File: config.mk
export PLATFORM = sky130hd
export DESIGN_NAME = ring_slot_node
export DESIGN_NICKNAME = d
export VERILOG_FILES = /design/src/rtl/ring_node_pkg.sv /design/src/rtl/ring_slot_ctrl.sv /design/src/rtl/ring_capture_buf.sv /design/src/rtl/ring_tx_mux.sv /design/src/rtl/ring_slot_node.sv
export SDC_FILE = /design/constraint.sdc
export NUM_CORES = 1
export LEC_CHECK = 0
export ABC_AREA = 1
export CAP_MARGIN = 20
export CORE_MARGIN = 2
export CORE_UTILIZATION = 65
export DETAILED_ROUTE_END_ITERATION = 6
export DONT_BUFFER_PORTS = 1
export PLACE_DENSITY = 0.81
export SLEW_MARGIN = 20
export SYNTH_ARGS = -nofsm -noshare
export SYNTH_HDL_FRONTEND = slang
export SYNTH_SLANG_ARGS = --single-unit
export TNS_END_PERCENT = 30
File: constraint.sdc
create_clock -name clk_i -period 5.4 [get_ports clk_i]
set_input_delay 0.81 -clock clk_i [delete_from_list [all_inputs] [get_ports clk_i]]
set_output_delay 0.81 -clock clk_i [all_outputs]
set_load 0.1 [all_outputs]
File: src/rtl/ring_node_pkg.sv
package ring_node_pkg;
  localparam int unsigned CHAR_W = 9;
  localparam int unsigned BYTE_W = 8;
  typedef logic [CHAR_W-1:0] char_t;

  function automatic logic is_marked(char_t c);
    return c[CHAR_W-1];
  endfunction
endpackage

File: src/rtl/ring_slot_ctrl.sv
module ring_slot_ctrl #(
  parameter int unsigned N_BYTES     = 12,
  parameter int unsigned IDLE_CYCLES = 16,
  localparam int unsigned IDX_W = (N_BYTES > 1) ? $clog2(N_BYTES) : 1,
  localparam int unsigned CNT_W = $clog2(IDLE_CYCLES + 1)
) (
  input  logic             clk_i,
  input  logic             rst_ni,
  input  logic             rx_valid_i,
  input  logic             marked_i,
  output logic             slot_start_o,
  output logic             slot_act_o,
  output logic             slot_last_o,
  output logic [IDX_W-1:0] slot_idx_o
);
  localparam logic [CNT_W-1:0] IDLE_LAST = CNT_W'(IDLE_CYCLES - 1);
  localparam logic [CNT_W-1:0] IDLE_SAT  = CNT_W'(IDLE_CYCLES);
  localparam logic [IDX_W-1:0] IDX_LAST  = IDX_W'(N_BYTES - 1);

  logic             armed_q, in_slot_q;
  logic [IDX_W-1:0] idx_q;
  logic [CNT_W-1:0] idle_q;
  logic             idle_hit;

  always_comb begin
    slot_start_o = rx_valid_i && armed_q && marked_i && !in_slot_q;
    slot_act_o   = rx_valid_i && (slot_start_o || in_slot_q);
    slot_idx_o   = slot_start_o ? '0 : idx_q;
    slot_last_o  = slot_act_o && (slot_idx_o == IDX_LAST);
    idle_hit     = !rx_valid_i && (idle_q == IDLE_LAST);
  end

  // idle gap counter saturates; it re-arms once per gap
  always_ff @(posedge clk_i or negedge rst_ni) begin
    if (!rst_ni) begin
      idle_q <= '0;
    end else if (rx_valid_i) begin
      idle_q <= '0;
    end else if (idle_q != IDLE_SAT) begin
      idle_q <= idle_q + 1'b1;
    end
  end

  always_ff @(posedge clk_i or negedge rst_ni) begin
    if (!rst_ni) begin
      armed_q   <= 1'b1;
      in_slot_q <= 1'b0;
      idx_q     <= '0;
    end else if (idle_hit) begin
      armed_q   <= 1'b1;
      in_slot_q <= 1'b0;
      idx_q     <= '0;
    end else if (slot_act_o) begin
      if (slot_start_o) armed_q <= 1'b0;
      in_slot_q <= !slot_last_o;
      idx_q     <= slot_last_o ? '0 : slot_idx_o + 1'b1;
    end
  end
endmodule

File: src/rtl/ring_capture_buf.sv
module ring_capture_buf
  import ring_node_pkg::*;
#(
  parameter int unsigned N_BYTES = 12,
  localparam int unsigned IDX_W = (N_BYTES > 1) ? $clog2(N_BYTES) : 1
) (
  input  logic                    clk_i,
  input  logic                    rst_ni,
  input  logic                    wr_i,
  input  logic [IDX_W-1:0]        idx_i,
  input  logic [BYTE_W-1:0]       byte_i,
  input  logic                    start_i,
  input  logic                    last_i,
  output logic [N_BYTES*8-1:0]    cap_o,
  output logic                    cap_valid_o
);
  for (genvar k = 0; k < N_BYTES; k++) begin : g_byte
    logic [BYTE_W-1:0] byte_q;
    always_ff @(posedge clk_i or negedge rst_ni) begin
      if (!rst_ni)                             byte_q <= '0;
      else if (wr_i && idx_i == IDX_W'(k))     byte_q <= byte_i;
    end
    assign cap_o[k*8 +: 8] = byte_q;
  end

  always_ff @(posedge clk_i or negedge rst_ni) begin
    if (!rst_ni)                cap_valid_o <= 1'b0;
    else if (wr_i && last_i)    cap_valid_o <= 1'b1;
    else if (start_i)           cap_valid_o <= 1'b0;
  end
endmodule

File: src/rtl/ring_tx_mux.sv
module ring_tx_mux
  import ring_node_pkg::*;
#(
  parameter int unsigned N_BYTES = 12,
  localparam int unsigned IDX_W = (N_BYTES > 1) ? $clog2(N_BYTES) : 1
) (
  input  logic                 clk_i,
  input  logic                 rst_ni,
  input  logic                 rx_valid_i,
  input  char_t                rx_data_i,
  input  logic [N_BYTES*8-1:0] repl_i,
  input  logic                 start_i,
  input  logic                 act_i,
  input  logic [IDX_W-1:0]     idx_i,
  output logic                 tx_valid_o,
  output char_t                tx_data_o
);
  logic [N_BYTES*8-1:0] repl_q, src;
  logic [BYTE_W-1:0]    sub;

  always_ff @(posedge clk_i or negedge rst_ni) begin
    if (!rst_ni)       repl_q <= '0;
    else if (start_i)  repl_q <= repl_i;
  end

  // slot index 0 reads the live input, later indices the latched copy
  always_comb begin
    src = start_i ? repl_i : repl_q;
    sub = src[{idx_i, 3'b000} +: 8];
  end

  always_ff @(posedge clk_i or negedge rst_ni) begin
    if (!rst_ni) begin
      tx_valid_o <= 1'b0;
      tx_data_o  <= '0;
    end else begin
      tx_valid_o <= rx_valid_i;
      if (rx_valid_i) tx_data_o <= act_i ? {1'b0, sub} : rx_data_i;
    end
  end
endmodule

File: src/rtl/ring_slot_node.sv
module ring_slot_node
  import ring_node_pkg::*;
#(
  parameter int unsigned N_BYTES     = 12,
  parameter int unsigned IDLE_CYCLES = 16
) (
  input  logic                 clk_i,
  input  logic                 rst_ni,
  input  logic                 rx_valid_i,
  input  logic [8:0]           rx_data_i,
  input  logic [N_BYTES*8-1:0] repl_i,
  output logic                 tx_valid_o,
  output logic [8:0]           tx_data_o,
  output logic [N_BYTES*8-1:0] cap_o,
  output logic                 cap_valid_o
);
  localparam int unsigned IDX_W = (N_BYTES > 1) ? $clog2(N_BYTES) : 1;

  logic             slot_start, slot_act, slot_last;
  logic [IDX_W-1:0] slot_idx;

  ring_slot_ctrl #(.N_BYTES(N_BYTES), .IDLE_CYCLES(IDLE_CYCLES)) i_ctrl (
    .clk_i        (clk_i),
    .rst_ni       (rst_ni),
    .rx_valid_i   (rx_valid_i),
    .marked_i     (is_marked(rx_data_i)),
    .slot_start_o (slot_start),
    .slot_act_o   (slot_act),
    .slot_last_o  (slot_last),
    .slot_idx_o   (slot_idx)
  );

  ring_capture_buf #(.N_BYTES(N_BYTES)) i_cap (
    .clk_i       (clk_i),
    .rst_ni      (rst_ni),
    .wr_i        (slot_act),
    .idx_i       (slot_idx),
    .byte_i      (rx_data_i[7:0]),
    .start_i     (slot_start),
    .last_i      (slot_last),
    .cap_o       (cap_o),
    .cap_valid_o (cap_valid_o)
  );

  ring_tx_mux #(.N_BYTES(N_BYTES)) i_tx (
    .clk_i      (clk_i),
    .rst_ni     (rst_ni),
    .rx_valid_i (rx_valid_i),
    .rx_data_i  (rx_data_i),
    .repl_i     (repl_i),
    .start_i    (slot_start),
    .act_i      (slot_act),
    .idx_i      (slot_idx),
    .tx_valid_o (tx_valid_o),
    .tx_data_o  (tx_data_o)
  );
endmodule

==> summary.md <==
| Metric | Value |
|---|---|
| Register area share after synthesis | `between 50% and 60%` |
| Layout Cells excl Fill | `1419` |
| Mapped Nets | `1354` |
| Global Route Usage Sum | `31.8%` |
| Sink Count | `214` |
| Slew @ Worst Pin | `1.02 ns` |
| Max-Cap Viols | `0` |
| Dpl hpwl | `around 17000 um` |
| H-tree depth | `1` |
| Worst Hold Class | `in2async` |
| Setup TNS | `0 ns` |
| Post-synthesis cell area | `9630 um2` |
| Syn. warnings | `0` |
| Vias in the first global route | `between 7000 and 8000` |
| Status | `finished, final reports clean` |
| Post-route DRC | `0` |
| Clk slew on worst S/H paths | `0.06 ns` |
| WP data required | `5.81 ns` |
| IO Pins | `between 200 and 250` |
| CP most frequent cell | `o21ai_0` |
| Max stage delay on crit path | `0.53 ns` |
| Remaining antenna violation count after routing | `0` |
| Final wirelength | `approximately 25000 um` |
| CTS resizes | `0` |
| Max Root-Sink Buffers | `3` |
| Rel. slew slack | `31.7%` |
| Finished Cell Area | `10400 um2` |
| Initial antenna violation count | `1` |
| Crit path capture type | `flip-flop` |
| Die height | `126 um` |
| Syn Inst Count | `1243` |
| Number of synthesized flops with an enable pin | `0` |
| WP buf/inv | `2` |
| CTS tree | `yes` |
| Num CTS Buffers | `22` |
| Initial core utilization | `approximately 67%` |
| Tcrit/Tclk final | `61.7%` |
| Clk_skew | `0.0101 ns` |
| CP top delay family | `buffers and inverters` |
| Primary FF master, synth | `dfrtp_1` |
| FF+latch count, synth | `214` |
| Die width | `126 um` |
| Worst EP arrival | `3.74 ns` |
| Core area | `around 14000 um2` |
| Via count | `7568` |
| Crit Path Class | `reg2reg` |
| Final setup violation count | `0` |
| Root buffer cell | `clkbuf_16` |
| First-pass GRT wire length | `39300 um` |
| Placed cell count | `1375` |
| Unrepaired setup endpoints after global routing | `no` |
| Worst-path cell with the longest stage delay | `inv_1` |
| Final nets | `1330` |
| Min Tclk post-route | `around 3.3 ns` |
| Fill count | `about 1200` |
| Post-synth ARST share | `100%` |
| Crit start category | `flip-flop` |
| Endpoints failing hold | `0` |
| Vias per cell | `5.33` |
| Max Fclk | `300 MHz` |
| Synth-to-Final Area Change | `8.39%` |
| Layout cell share with drive strength beyond 1 | `4.21%` |
| Final Max Slew Viols | `0` |
| Crit-path cells | `inv_1 > nand4_4 > buf_4 > o21ai_0 > nand3_1 > o21ai_0` |
| Max Fanout on Critical Path | `between 90 and 100` |
| Initial DRC Count | `between 600 and 700` |
| Post-DP Area | `9640 um2` |
| Clk Latency, worst-skew pair | `0.51 ns` |
| Grt total ovfl | `0` |
| Routability cong. | `0.964` |
| Yosys cell types | `24` |
| Post-layout util | `72.1%` |
| 1st-pass router iterations | `5` |
| Avg Inst Size Synth | `7.75 um2` |
| Die area | `15800 um2` |
| Wire per inst | `17.6 um` |
| Row count | `44` |
| IO Port Bufs | `0` |
| Largest net degree at the start of global routing | `144` |
state kept, by name, indices dropped and copies added, names as in the netlist:
name / count
i_cap.cap_valid_o: 1
i_cap.g_byte.byte_q: 96
i_ctrl.armed_q: 1
i_ctrl.idle_q: 5
i_ctrl.idx_q: 4
i_ctrl.in_slot_q: 1
i_tx.repl_q: 96
i_tx.tx_data_o: 9
i_tx.tx_valid_o: 1
synthesized netlist by cell type (3+ instances only):
cell | count | area [um2]
a21oi_1 | 6 | 30.0
buf_2 | 20 | 100
buf_4 | 5 | 37.5
clkbuf_1 | 27 | 101
dfrtp_1 | 213 | 5330
ha_1 | 3 | 37.5
inv_1 | 233 | 875
nand2_1 | 410 | 1540
nand3_1 | 62 | 310
nor2_1 | 100 | 375
nor2_2 | 3 | 18.8
o21a_1 | 8 | 60.1
o21ai_0 | 139 | 696
through the flow:
| stage | setup slack (ns) | hold slack, ns |
|---|---|---|
| 2_1_floorplan | 3.32 | 0.438 |
| 3_3_place_gp | 2.19 | 0.457 |
| 3_5_place_dp | 2.14 | 0.466 |
| 4_1_cts | 2.12 | 0.124 |
| 5_1_grt | 1.70 | 0.124 |
| 6_report | 2.07 | 0.127 |
cells by family after synthesis:
| family | after synthesis | synth area share, % |
|---|---|---|
| AOI/OAI and AO/OA | 155 | 8.33 |
| adders and majority gates | 3 | 0.390 |
| and+or+nand+nor | 581 | 23.9 |
| xor gates and xnor gates | 1 | 0.0909 |
| DFF | 214 | 55.6 |
| buffers and inverters | 289 | 11.7 |
layer usage:
metal	share of wire, %	routed length (um)	global-route usage [%]
met5	0	0	0
met4	4.3	1060	13.9
met3	8.7	2160	8.71
met2	48	12000	52.3
met1	39	9640	40.0
layout by cell type, fill, tap and decap left out, types with 2 or more instances in the layout:
master     instances
nand2_1          410
inv_1            233
dfrtp_1          213
o21ai_0          139
nor2_1           100
nand3_1           62
clkbuf_16         23
o21a_1             8
a21oi_1            6
clkinv_2           6
clkbuf_8           5
ha_1               3
clkbuf_1           3
nor2_4             2
nor2_2             2
inv_2              2
nand2_2            2
buf_12             2
buf_4              2
timing repair:
action                                 CTS  global route
endpoints found under the hold margin  143             0
hold buffers                             4             0
setup buffers                            0             0
setup endpoints to repair                0             0
final timing paths:
check / end / cells past startpoint / slack [ns] / startpoint
max: i_cap.g_byte[0].byte_q[0] / 6 / 2.07 / i_ctrl.in_slot_q
min: i_tx.repl_q[62] / 1 / 0.13 / rst_ni
max reg2reg: i_cap.g_byte[0].byte_q[0] / 6 / 2.07 / i_ctrl.in_slot_q
min reg2reg: i_tx.repl_q[12] / 2 / 0.48 / i_tx.repl_q[12]
max in group asynchronous: i_ctrl.in_slot_q / 1 / 4.13 / rst_ni
min in group clk_i: i_tx.tx_valid_o / 0 / 0.33 / rx_valid_i
final cells by class:
cell class	instances	area (um2)	area share [%]
flip-flops and latches	214	5360	51.3
multi-input cells	740	3150	30.2
inverters	235	882	8.45
clock buffers	31	656	6.28
well taps	184	230	2.20
repair buffers	6	92.6	0.887
clock inverters	8	68.8	0.659
diodes	1	2.50	0.0240
Power is not shown: default switching activity piles up to over one toggle a cycle in this logic, so the estimate is an artifact.
